--- src/rtl/uas_pkg.sv ---
package uas_pkg;
   localparam int NUM_ROLES = 3;

   typedef enum logic [1:0] {
      ROLE_DST = 2'd0,
      ROLE_SRC = 2'd1,
      ROLE_WGT = 2'd2
   } role_e;
endpackage

--- src/rtl/uas_uop_mem.sv ---
module uas_uop_mem #(
   parameter int DEPTH = 64,
   parameter int AW    = 6,
   parameter int IDX_W = 11
) (
   input  logic                                         clk,
   input  logic                                         we,
   input  logic [AW-1:0]                                waddr,
   input  logic [uas_pkg::NUM_ROLES-1:0][IDX_W-1:0]     wdata,
   input  logic [AW-1:0]                                raddr,
   output logic [uas_pkg::NUM_ROLES-1:0][IDX_W-1:0]     rdata
);
   localparam int SPAN = 1 << AW;

   if (SPAN < DEPTH) begin : g_bad_aw
      $error("uas_uop_mem: AW too narrow for DEPTH");
   end

   logic [uas_pkg::NUM_ROLES-1:0][IDX_W-1:0] store_q [SPAN];

   always_ff @(posedge clk) begin
      if (we && ({1'b0, waddr} < (AW+1)'(DEPTH))) begin
         store_q[waddr] <= wdata;
      end
   end

   assign rdata = store_q[raddr];
endmodule

--- src/rtl/uas_loop_walker.sv ---
module uas_loop_walker #(
   parameter int DEPTH  = 64,
   parameter int AW     = 6,
   parameter int LOOP_W = 14
) (
   input  logic              clk,
   input  logic              rst_n,
   input  logic              cmd_valid,
   output logic              cmd_ready,
   input  logic [LOOP_W-1:0] cmd_rows,
   input  logic [LOOP_W-1:0] cmd_cols,
   input  logic [AW-1:0]     cmd_begin,
   input  logic [AW:0]       cmd_end,
   input  logic              out_ready,
   output logic              busy,
   output logic [LOOP_W-1:0] pos_y,
   output logic [LOOP_W-1:0] pos_x,
   output logic [AW-1:0]     uptr,
   output logic              start,
   output logic              col_adv,
   output logic              row_adv,
   output logic              last,
   output logic              done
);
   logic              busy_q, done_q;
   logic [LOOP_W-1:0] y_q, x_q, rows_q, cols_q;
   logic [AW-1:0]     u_q, ubeg_q;
   logic [AW:0]       uend_q, end_clip;
   logic              accept, empty, fire, u_last, x_last, y_last;

   assign end_clip  = (cmd_end > (AW+1)'(DEPTH)) ? (AW+1)'(DEPTH) : cmd_end;
   assign accept    = cmd_valid & ~busy_q;
   assign empty     = (cmd_rows == '0) | (cmd_cols == '0) | ({1'b0, cmd_begin} >= end_clip);
   assign fire      = busy_q & out_ready;
   assign u_last    = (({1'b0, u_q} + (AW+1)'(1)) == uend_q);
   assign x_last    = (x_q == cols_q - LOOP_W'(1));
   assign y_last    = (y_q == rows_q - LOOP_W'(1));

   assign cmd_ready = ~busy_q;
   assign busy      = busy_q;
   assign pos_y     = y_q;
   assign pos_x     = x_q;
   assign uptr      = u_q;
   assign start     = accept & ~empty;
   assign col_adv   = fire & u_last & ~x_last;
   assign row_adv   = fire & u_last & x_last & ~y_last;
   assign last      = busy_q & u_last & x_last & y_last;
   assign done      = done_q;

   always_ff @(posedge clk or negedge rst_n) begin
      if (!rst_n) begin
         busy_q <= 1'b0;
         done_q <= 1'b0;
         y_q    <= '0;
         x_q    <= '0;
         u_q    <= '0;
         rows_q <= '0;
         cols_q <= '0;
         ubeg_q <= '0;
         uend_q <= '0;
      end else begin
         done_q <= (accept & empty) | (fire & last);
         if (start) begin
            busy_q <= 1'b1;
            y_q    <= '0;
            x_q    <= '0;
            u_q    <= cmd_begin;
            rows_q <= cmd_rows;
            cols_q <= cmd_cols;
            ubeg_q <= cmd_begin;
            uend_q <= end_clip;
         end else if (fire) begin
            if (!u_last) begin
               u_q <= u_q + AW'(1);
            end else begin
               u_q <= ubeg_q;
               if (!x_last) begin
                  x_q <= x_q + LOOP_W'(1);
               end else begin
                  x_q <= '0;
                  if (!y_last) begin
                     y_q <= y_q + LOOP_W'(1);
                  end else begin
                     busy_q <= 1'b0;
                  end
               end
            end
         end
      end
   end

   // a stalled tuple keeps its loop position
   assert_hold_pos_R6: assert property (@(posedge clk) disable iff (!rst_n)
      (busy_q && !out_ready) |=> ($stable(y_q) && $stable(x_q) && $stable(u_q) && busy_q));

   // the entry pointer stays inside the instruction's run
   assert_uptr_range_R3: assert property (@(posedge clk) disable iff (!rst_n)
      busy_q |-> (({1'b0, u_q} < uend_q) && (u_q >= ubeg_q)));

   // completion is reported only once streaming has stopped
   assert_done_idle_R5: assert property (@(posedge clk) disable iff (!rst_n)
      done_q |-> !busy_q);

   // an empty instruction never starts streaming
   assert_empty_idle_R4: assert property (@(posedge clk) disable iff (!rst_n)
      (accept && empty) |=> (!busy_q && done_q));
endmodule

--- src/rtl/uas_affine_term.sv ---
module uas_affine_term #(
   parameter int IDX_W   = 11,
   parameter int LOOP_W  = 14,
   parameter bit USE_MUL = 1'b0
) (
   input  logic              clk,
   input  logic              rst_n,
   input  logic              start,
   input  logic              active,
   input  logic              col_adv,
   input  logic              row_adv,
   input  logic [IDX_W-1:0]  ystride,
   input  logic [IDX_W-1:0]  xstride,
   input  logic [LOOP_W-1:0] pos_y,
   input  logic [LOOP_W-1:0] pos_x,
   input  logic [IDX_W-1:0]  offset,
   output logic [IDX_W-1:0]  index
);
   localparam int PW = IDX_W + LOOP_W;

   logic [IDX_W-1:0] ys_q, xs_q;

   always_ff @(posedge clk or negedge rst_n) begin
      if (!rst_n) begin
         ys_q <= '0;
         xs_q <= '0;
      end else if (start) begin
         ys_q <= ystride;
         xs_q <= xstride;
      end
   end

   if (USE_MUL) begin : g_mul
      logic [PW-1:0] prod_y, prod_x;
      assign prod_y = {{LOOP_W{1'b0}}, ys_q} * {{IDX_W{1'b0}}, pos_y};
      assign prod_x = {{LOOP_W{1'b0}}, xs_q} * {{IDX_W{1'b0}}, pos_x};
      assign index  = prod_y[IDX_W-1:0] + prod_x[IDX_W-1:0] + offset;
   end else begin : g_sum
      logic [IDX_W-1:0] sum_y_q, sum_x_q;
      logic [PW-1:0]    ref_y, ref_x;

      always_ff @(posedge clk or negedge rst_n) begin
         if (!rst_n) begin
            sum_y_q <= '0;
            sum_x_q <= '0;
         end else if (start) begin
            sum_y_q <= '0;
            sum_x_q <= '0;
         end else if (row_adv) begin
            sum_y_q <= sum_y_q + ys_q;
            sum_x_q <= '0;
         end else if (col_adv) begin
            sum_x_q <= sum_x_q + xs_q;
         end
      end

      assign index = sum_y_q + sum_x_q + offset;

      assign ref_y = {{LOOP_W{1'b0}}, ys_q} * {{IDX_W{1'b0}}, pos_y};
      assign ref_x = {{LOOP_W{1'b0}}, xs_q} * {{IDX_W{1'b0}}, pos_x};

      // running sums agree with the product form at every position
      assert_rowsum_R2: assert property (@(posedge clk) disable iff (!rst_n)
         active |-> (sum_y_q == ref_y[IDX_W-1:0]));
      assert_colsum_R2: assert property (@(posedge clk) disable iff (!rst_n)
         active |-> (sum_x_q == ref_x[IDX_W-1:0]));
   end
endmodule

--- src/rtl/uop_affine_seq.sv ---
module uop_affine_seq #(
   parameter int UOP_DEPTH = 64,
   parameter int IDX_W     = 11,
   parameter int LOOP_W    = 14,
   parameter bit USE_MUL   = 1'b0,
   parameter int UAW       = (UOP_DEPTH > 1) ? $clog2(UOP_DEPTH) : 1
) (
   input  logic              clk,
   input  logic              rst_n,
   input  logic              cmd_valid,
   output logic              cmd_ready,
   input  logic [LOOP_W-1:0] cmd_rows,
   input  logic [LOOP_W-1:0] cmd_cols,
   input  logic [UAW-1:0]    cmd_uop_begin,
   input  logic [UAW:0]      cmd_uop_end,
   input  logic [IDX_W-1:0]  cmd_dst_ystride,
   input  logic [IDX_W-1:0]  cmd_dst_xstride,
   input  logic [IDX_W-1:0]  cmd_src_ystride,
   input  logic [IDX_W-1:0]  cmd_src_xstride,
   input  logic [IDX_W-1:0]  cmd_wgt_ystride,
   input  logic [IDX_W-1:0]  cmd_wgt_xstride,
   input  logic              uop_we,
   input  logic [UAW-1:0]    uop_waddr,
   input  logic [IDX_W-1:0]  uop_wdst,
   input  logic [IDX_W-1:0]  uop_wsrc,
   input  logic [IDX_W-1:0]  uop_wwgt,
   output logic              out_valid,
   input  logic              out_ready,
   output logic [IDX_W-1:0]  out_dst,
   output logic [IDX_W-1:0]  out_src,
   output logic [IDX_W-1:0]  out_wgt,
   output logic              out_last,
   output logic              done
);
   import uas_pkg::*;

   if (UOP_DEPTH < 2)           begin : g_bad_depth $error("UOP_DEPTH must be at least 2"); end
   if (IDX_W < 2)               begin : g_bad_idx   $error("IDX_W must be at least 2"); end
   if (LOOP_W < 1)              begin : g_bad_loop  $error("LOOP_W must be at least 1"); end
   if ((1 << UAW) < UOP_DEPTH)  begin : g_bad_uaw   $error("UAW too narrow for UOP_DEPTH"); end

   logic [NUM_ROLES-1:0][IDX_W-1:0] wr_off, rd_off, ystr, xstr, idx;
   logic [LOOP_W-1:0] pos_y, pos_x;
   logic [UAW-1:0]    uptr;
   logic              busy, start, col_adv, row_adv, last;

   assign wr_off[ROLE_DST] = uop_wdst;
   assign wr_off[ROLE_SRC] = uop_wsrc;
   assign wr_off[ROLE_WGT] = uop_wwgt;
   assign ystr[ROLE_DST]   = cmd_dst_ystride;
   assign ystr[ROLE_SRC]   = cmd_src_ystride;
   assign ystr[ROLE_WGT]   = cmd_wgt_ystride;
   assign xstr[ROLE_DST]   = cmd_dst_xstride;
   assign xstr[ROLE_SRC]   = cmd_src_xstride;
   assign xstr[ROLE_WGT]   = cmd_wgt_xstride;

   uas_uop_mem #(.DEPTH(UOP_DEPTH), .AW(UAW), .IDX_W(IDX_W)) u_store (
      .clk   (clk),
      .we    (uop_we),
      .waddr (uop_waddr),
      .wdata (wr_off),
      .raddr (uptr),
      .rdata (rd_off)
   );

   uas_loop_walker #(.DEPTH(UOP_DEPTH), .AW(UAW), .LOOP_W(LOOP_W)) u_walk (
      .clk       (clk),
      .rst_n     (rst_n),
      .cmd_valid (cmd_valid),
      .cmd_ready (cmd_ready),
      .cmd_rows  (cmd_rows),
      .cmd_cols  (cmd_cols),
      .cmd_begin (cmd_uop_begin),
      .cmd_end   (cmd_uop_end),
      .out_ready (out_ready),
      .busy      (busy),
      .pos_y     (pos_y),
      .pos_x     (pos_x),
      .uptr      (uptr),
      .start     (start),
      .col_adv   (col_adv),
      .row_adv   (row_adv),
      .last      (last),
      .done      (done)
   );

   for (genvar r = 0; r < NUM_ROLES; r++) begin : g_role
      uas_affine_term #(.IDX_W(IDX_W), .LOOP_W(LOOP_W), .USE_MUL(USE_MUL)) u_term (
         .clk     (clk),
         .rst_n   (rst_n),
         .start   (start),
         .active  (busy),
         .col_adv (col_adv),
         .row_adv (row_adv),
         .ystride (ystr[r]),
         .xstride (xstr[r]),
         .pos_y   (pos_y),
         .pos_x   (pos_x),
         .offset  (rd_off[r]),
         .index   (idx[r])
      );
   end

   assign out_valid = busy;
   assign out_last  = last;
   assign out_dst   = idx[ROLE_DST];
   assign out_src   = idx[ROLE_SRC];
   assign out_wgt   = idx[ROLE_WGT];

   // a refused tuple is presented again unchanged
   assert_out_hold_R6: assert property (@(posedge clk) disable iff (!rst_n)
      (out_valid && !out_ready && !uop_we) |=>
         (out_valid && $stable(out_dst) && $stable(out_src) && $stable(out_wgt) && $stable(out_last)));

   // accepting the final tuple yields the done pulse next cycle
   assert_last_done_R5: assert property (@(posedge clk) disable iff (!rst_n)
      (out_valid && out_ready && out_last) |=> (done && !out_valid));

   // no instruction is taken while streaming
   assert_busy_block_R7: assert property (@(posedge clk) disable iff (!rst_n)
      (out_valid && !(out_ready && out_last)) |=> out_valid);
endmodule

--- config.mk ---
export PLATFORM = sky130hd
export DESIGN_NAME = uop_affine_seq
export DESIGN_NICKNAME = d
export VERILOG_FILES = /design/src/rtl/uas_pkg.sv /design/src/rtl/uas_uop_mem.sv /design/src/rtl/uas_loop_walker.sv /design/src/rtl/uas_affine_term.sv /design/src/rtl/uop_affine_seq.sv
export SDC_FILE = /design/constraint.sdc
export NUM_CORES = 2
export LEC_CHECK = 0
export BUFFER_PORTS_ARGS = -buffer_cell sky130_fd_sc_hd__buf_2
export CORE_MARGIN = 5
export CORE_UTILIZATION = 45
export DETAILED_ROUTE_END_ITERATION = 8
export PLACE_DENSITY_LB_ADDON = 0.3
export SLEW_MARGIN = 10
export SYNTH_ARGS = -nofsm -noshare
export SYNTH_HDL_FRONTEND = slang
export SYNTH_SLANG_ARGS = --single-unit
--- constraint.sdc ---
create_clock -name clk -period 7.6 [get_ports clk]
set_input_delay 0.38 -clock clk [delete_from_list [all_inputs] [get_ports clk]]
set_output_delay 0.38 -clock clk [all_outputs]
set_load 0.01 [all_outputs]
==> metrics.md <==
| Metric | Value |
|---|---|
| Insertion delay of the later-clocked pin in the worst-skew pair | 0.87 ns |
| Antenna violations before repair | 21 |
| Nets | 5,364 |
| PwrDens | 354.5 nW/um^2 |
| Layout area overhead | 14.87% |
| CTS Buf Count | 223 |
| Syn Inst Count | 4,632 |
| Htree depth | 4 |
| Post-CTS Repair Setup Buffers | 0 |
| Vias in the first global route | 47,990 |
| Synth top area share | 67.58% |
| DRT Pass-1 Iters | 8 |
| Worst EP required | 7.22 ns |
| Clock transition at the registers of the reported paths | 0.06 ns |
| Rows | 167 |
| Switching power | 11.92 mW |
| Post-route ant nets | 0 |
| DR WL met3 | 22,850 um |
| Max FO, Critical Path | 38 |
| Setup Skew | 0.03976 ns |
| Synth warnings | 0 |
| Design area | 107,800 um^2 |
| Width of the die | 466.7 um |
| Die Area | 217,800 um^2 |
| CTS Buffer Depth | 3 |
| CP arrival | 6.50 ns |
| Max layer used | met5 |
| Internal power | 26.30 mW |
| DRT iter0 DRCs | 5,627 |
| Reg2Reg Depth | 11 |
| Hold Crit Class | input pin to asynchronous set/reset pin |
| DP Area | 99,260 um^2 |
| Resized cells post-CTS | 0 |
| DR vias/cell | 6.002 |
| Tightest Pin Transition | 1.250 ns |
| Startpoint types | register |
| Sum Neg Setup Slack | 0 ns |
| Final setup viols | 0 |
| Fmax | 145.3 MHz |
| Comb pwr share | 31.5% |
| Worst flop-to-flop path endpoint | g_role[1].u_term.g_sum.sum_x_q[10] |
| I/O Pins | 188 |
| R2r startpoint | u_walk.uptr[1] |
| Share of cells above drive strength 1 | 27.44% |
| Max-slew violation count | 0 |
| Max cap viols | 0 |
| Global-route wire length before repair | 349,700 um |
| Die height | 466.7 um |
| Top cells by area, synth | edfxtp_1 (68%), mux4_2 (17%), dfrtp_1 (5.6%), nand2_1 (1.7%), ha_1 (1.3%) |
| Initial Util | 45.28% |
| DR WL met2 | 115,200 um |
| Most frequent cell after synthesis | edfxtp_1 |
| Crit path kind | register to output pin |
| Final Hold Fails | 0 |
| Clock Power Share | 29.2% |
| Syn avg cell area | 20.26 um^2 |
| Flop pwr share | 39.3% |
| Syn_nets | 4,920 |
| DRC viols | 0 |
| Post-synth EDFFs | 2,112 |
| Crit path capture type | output pin |
| Total Wirelength | 244,000 um |
| Core Area | 207,300 um^2 |
| Port Buf Inserts | 187 |
| Main flop type after synthesis | edfxtp_1 |
| Post-synth top cells | edfxtp_1 (2,112), mux4_2 (690), nand2_1 (418) |
| Total track usage | 22.31% |
| LEAKAGE | 35.86 nW |
| HPWL Detailed | 138,000 um |
| Run status | completed |
| Flop2flop setup slack | 2.47 ns |
| Clock Sinks | 2,321 |
| Synth Cell Area | 93,850 um^2 |
| Register area share after synthesis | 73.15% |
| TritonCTS clock tree | done |
| RSZ-0062 raised after global routing | no |
| Slew headroom | 16.67% |
| Largest net degree at the start of global routing | 99 |
| Async SR Flop Fraction | 9.005% |
| Via count | 48,410 |
| Distinct cells, synth | 71 |
| Grt total ovfl | 0 |
| Area leader, netlist | edfxtp_1 |
| Peak supply drop | 301.0 uV |
| Root Buffer | clkbuf_16 |
| Fin crit share | 90.55% |
| Average wire per standard cell | 30.26 um |
| Net Sw Frac | 31.19% |
| Seq cells post-synth | 2,321 |
| Min Tclk post-route | 6.882 ns |
| Met1 WL | 100,800 um |
| Routability cong. | 0.8398 |
-- area by class of cell --
class,instances,area (um^2)
clock inverter,151,1538
antenna,11,27.53
clock buffer,264,5807
multi-input combinational,2041,24660
tap,2788,3488
inverter,46,172.7
timing repair buffer,443,3437
sequential,2321,68670
fill,16090,99470
-- worst max-delay path by stage --
stage	start	end	cells past startpoint
3_5_place_dp	u_walk.uptr[0]	out_dst[10]	15
6_report	u_walk.uptr[0]	out_dst[10]	15
4_1_cts	u_walk.uptr[0]	out_dst[10]	15
2_1_floorplan	u_walk.uptr[0]	out_dst[9]	16
5_1_grt	u_walk.uptr[0]	out_dst[10]	15
3_3_place_gp	u_walk.uptr[0]	out_dst[10]	15
-- per-stage QoR --
step           total power, mW  util, %  hold WS (ns)  instances  setup slack (ns)
5_1_grt                  39.80    52.00       0.07682       8056            0.3430
2_1_floorplan            22.81        -       0.08441       4632             1.815
4_1_cts                  38.43    51.96       0.03717       8049            0.5697
6_report                 38.22    52.01       0.08138       8065            0.7182
3_5_place_dp             27.26    47.89        0.4164       7524             1.537
3_3_place_gp             27.15    47.89        0.4175       7524             1.542
-- registers in the layout (all words and copies together), names as in the netlist --
name                         cells
g_role.u_term.g_sum.sum_x_q     33
u_walk.ubeg_q                    6
u_walk.pos_y                    14
g_role.u_term.g_sum.sum_y_q     33
u_walk.cols_q                   14
u_walk.busy                      1
g_role.u_term.xs_q              33
u_walk.uptr                      6
g_role.u_term.ys_q              33
u_store.store_q               2112
u_walk.uend_q                    7
u_walk.pos_x                    14
u_walk.rows_q                   14
u_walk.done                      1
-- logic make-up after synthesis --
group,after synthesis,share of synthesized area (%)
adder cells (fa/ha/maj),137,2.138
AO/OA/AOI/OAI,303,2.100
buffers and inverters,270,1.112
multiplexers,696,16.62
AND/OR/NAND/NOR,771,3.625
flip-flops,2321,73.15
XOR/XNOR,134,1.251
-- metal layers --
layer	up-vias	track usage (%)
li1	19850	-
met1	26040	32.30
met2	2180	34.96
met3	328	5.164
met4	8	5.021
met5	-	0
-- power groups by stage --
| stage | Clock [mW] | Sequential (mW) | Combinational, mW |
|---|---|---|---|
| 6_report | 11.1 | 15.0 | 12.0 |
| 2_1_floorplan | 0 | 14.8 | 7.98 |
| 3_3_place_gp | 0 | 15.3 | 11.9 |
| 3_5_place_dp | 0 | 15.3 | 12.0 |
| 5_1_grt | 11.9 | 15.1 | 12.8 |
| 4_1_cts | 11.3 | 15.0 | 12.1 |
-- cell usage in the layout (no fill, tap or decap), drive strengths merged, types with 15 or more instances in the layout --
cell         instances
nor2               139
and3                16
clkinv             106
dfrtp              209
nand2b              20
xnor2               87
a21o                29
fa                  39
nand4               21
nand2              418
buf                329
nand3               53
mux4               690
ha                  98
nor3                31
dlygate4sd3        112
xor2                47
inv                 58
o21ai               61
edfxtp            2112
nor4                17
o31ai               23
clkbuf             266
bufinv              25
a22o                15
a21oi               96
-- repair_timing --
action / in CTS / in global routing
endpoints found under the hold margin: 178 / 32
hold buffers: 110 / 2
endpoints found under the setup margin: 0 / 0
-- worst max-delay path, cell delays in order, from the launching register on --
cell	delay [ns]
dfrtp_4	0.90
buf_12	0.37
buf_4	0.54
mux4_2	0.57
mux4_2	0.57
mux4_2	0.56
fa_1	0.47
ha_1	0.34
nand2_1	0.09
o21ai_0	0.10
o21ai_0	0.18
nand2b_1	0.10
a21oi_1	0.23
o21ai_0	0.16
xnor2_1	0.19
buf_2	0.17
No activity file was read; power rests on OpenSTA's default activity.
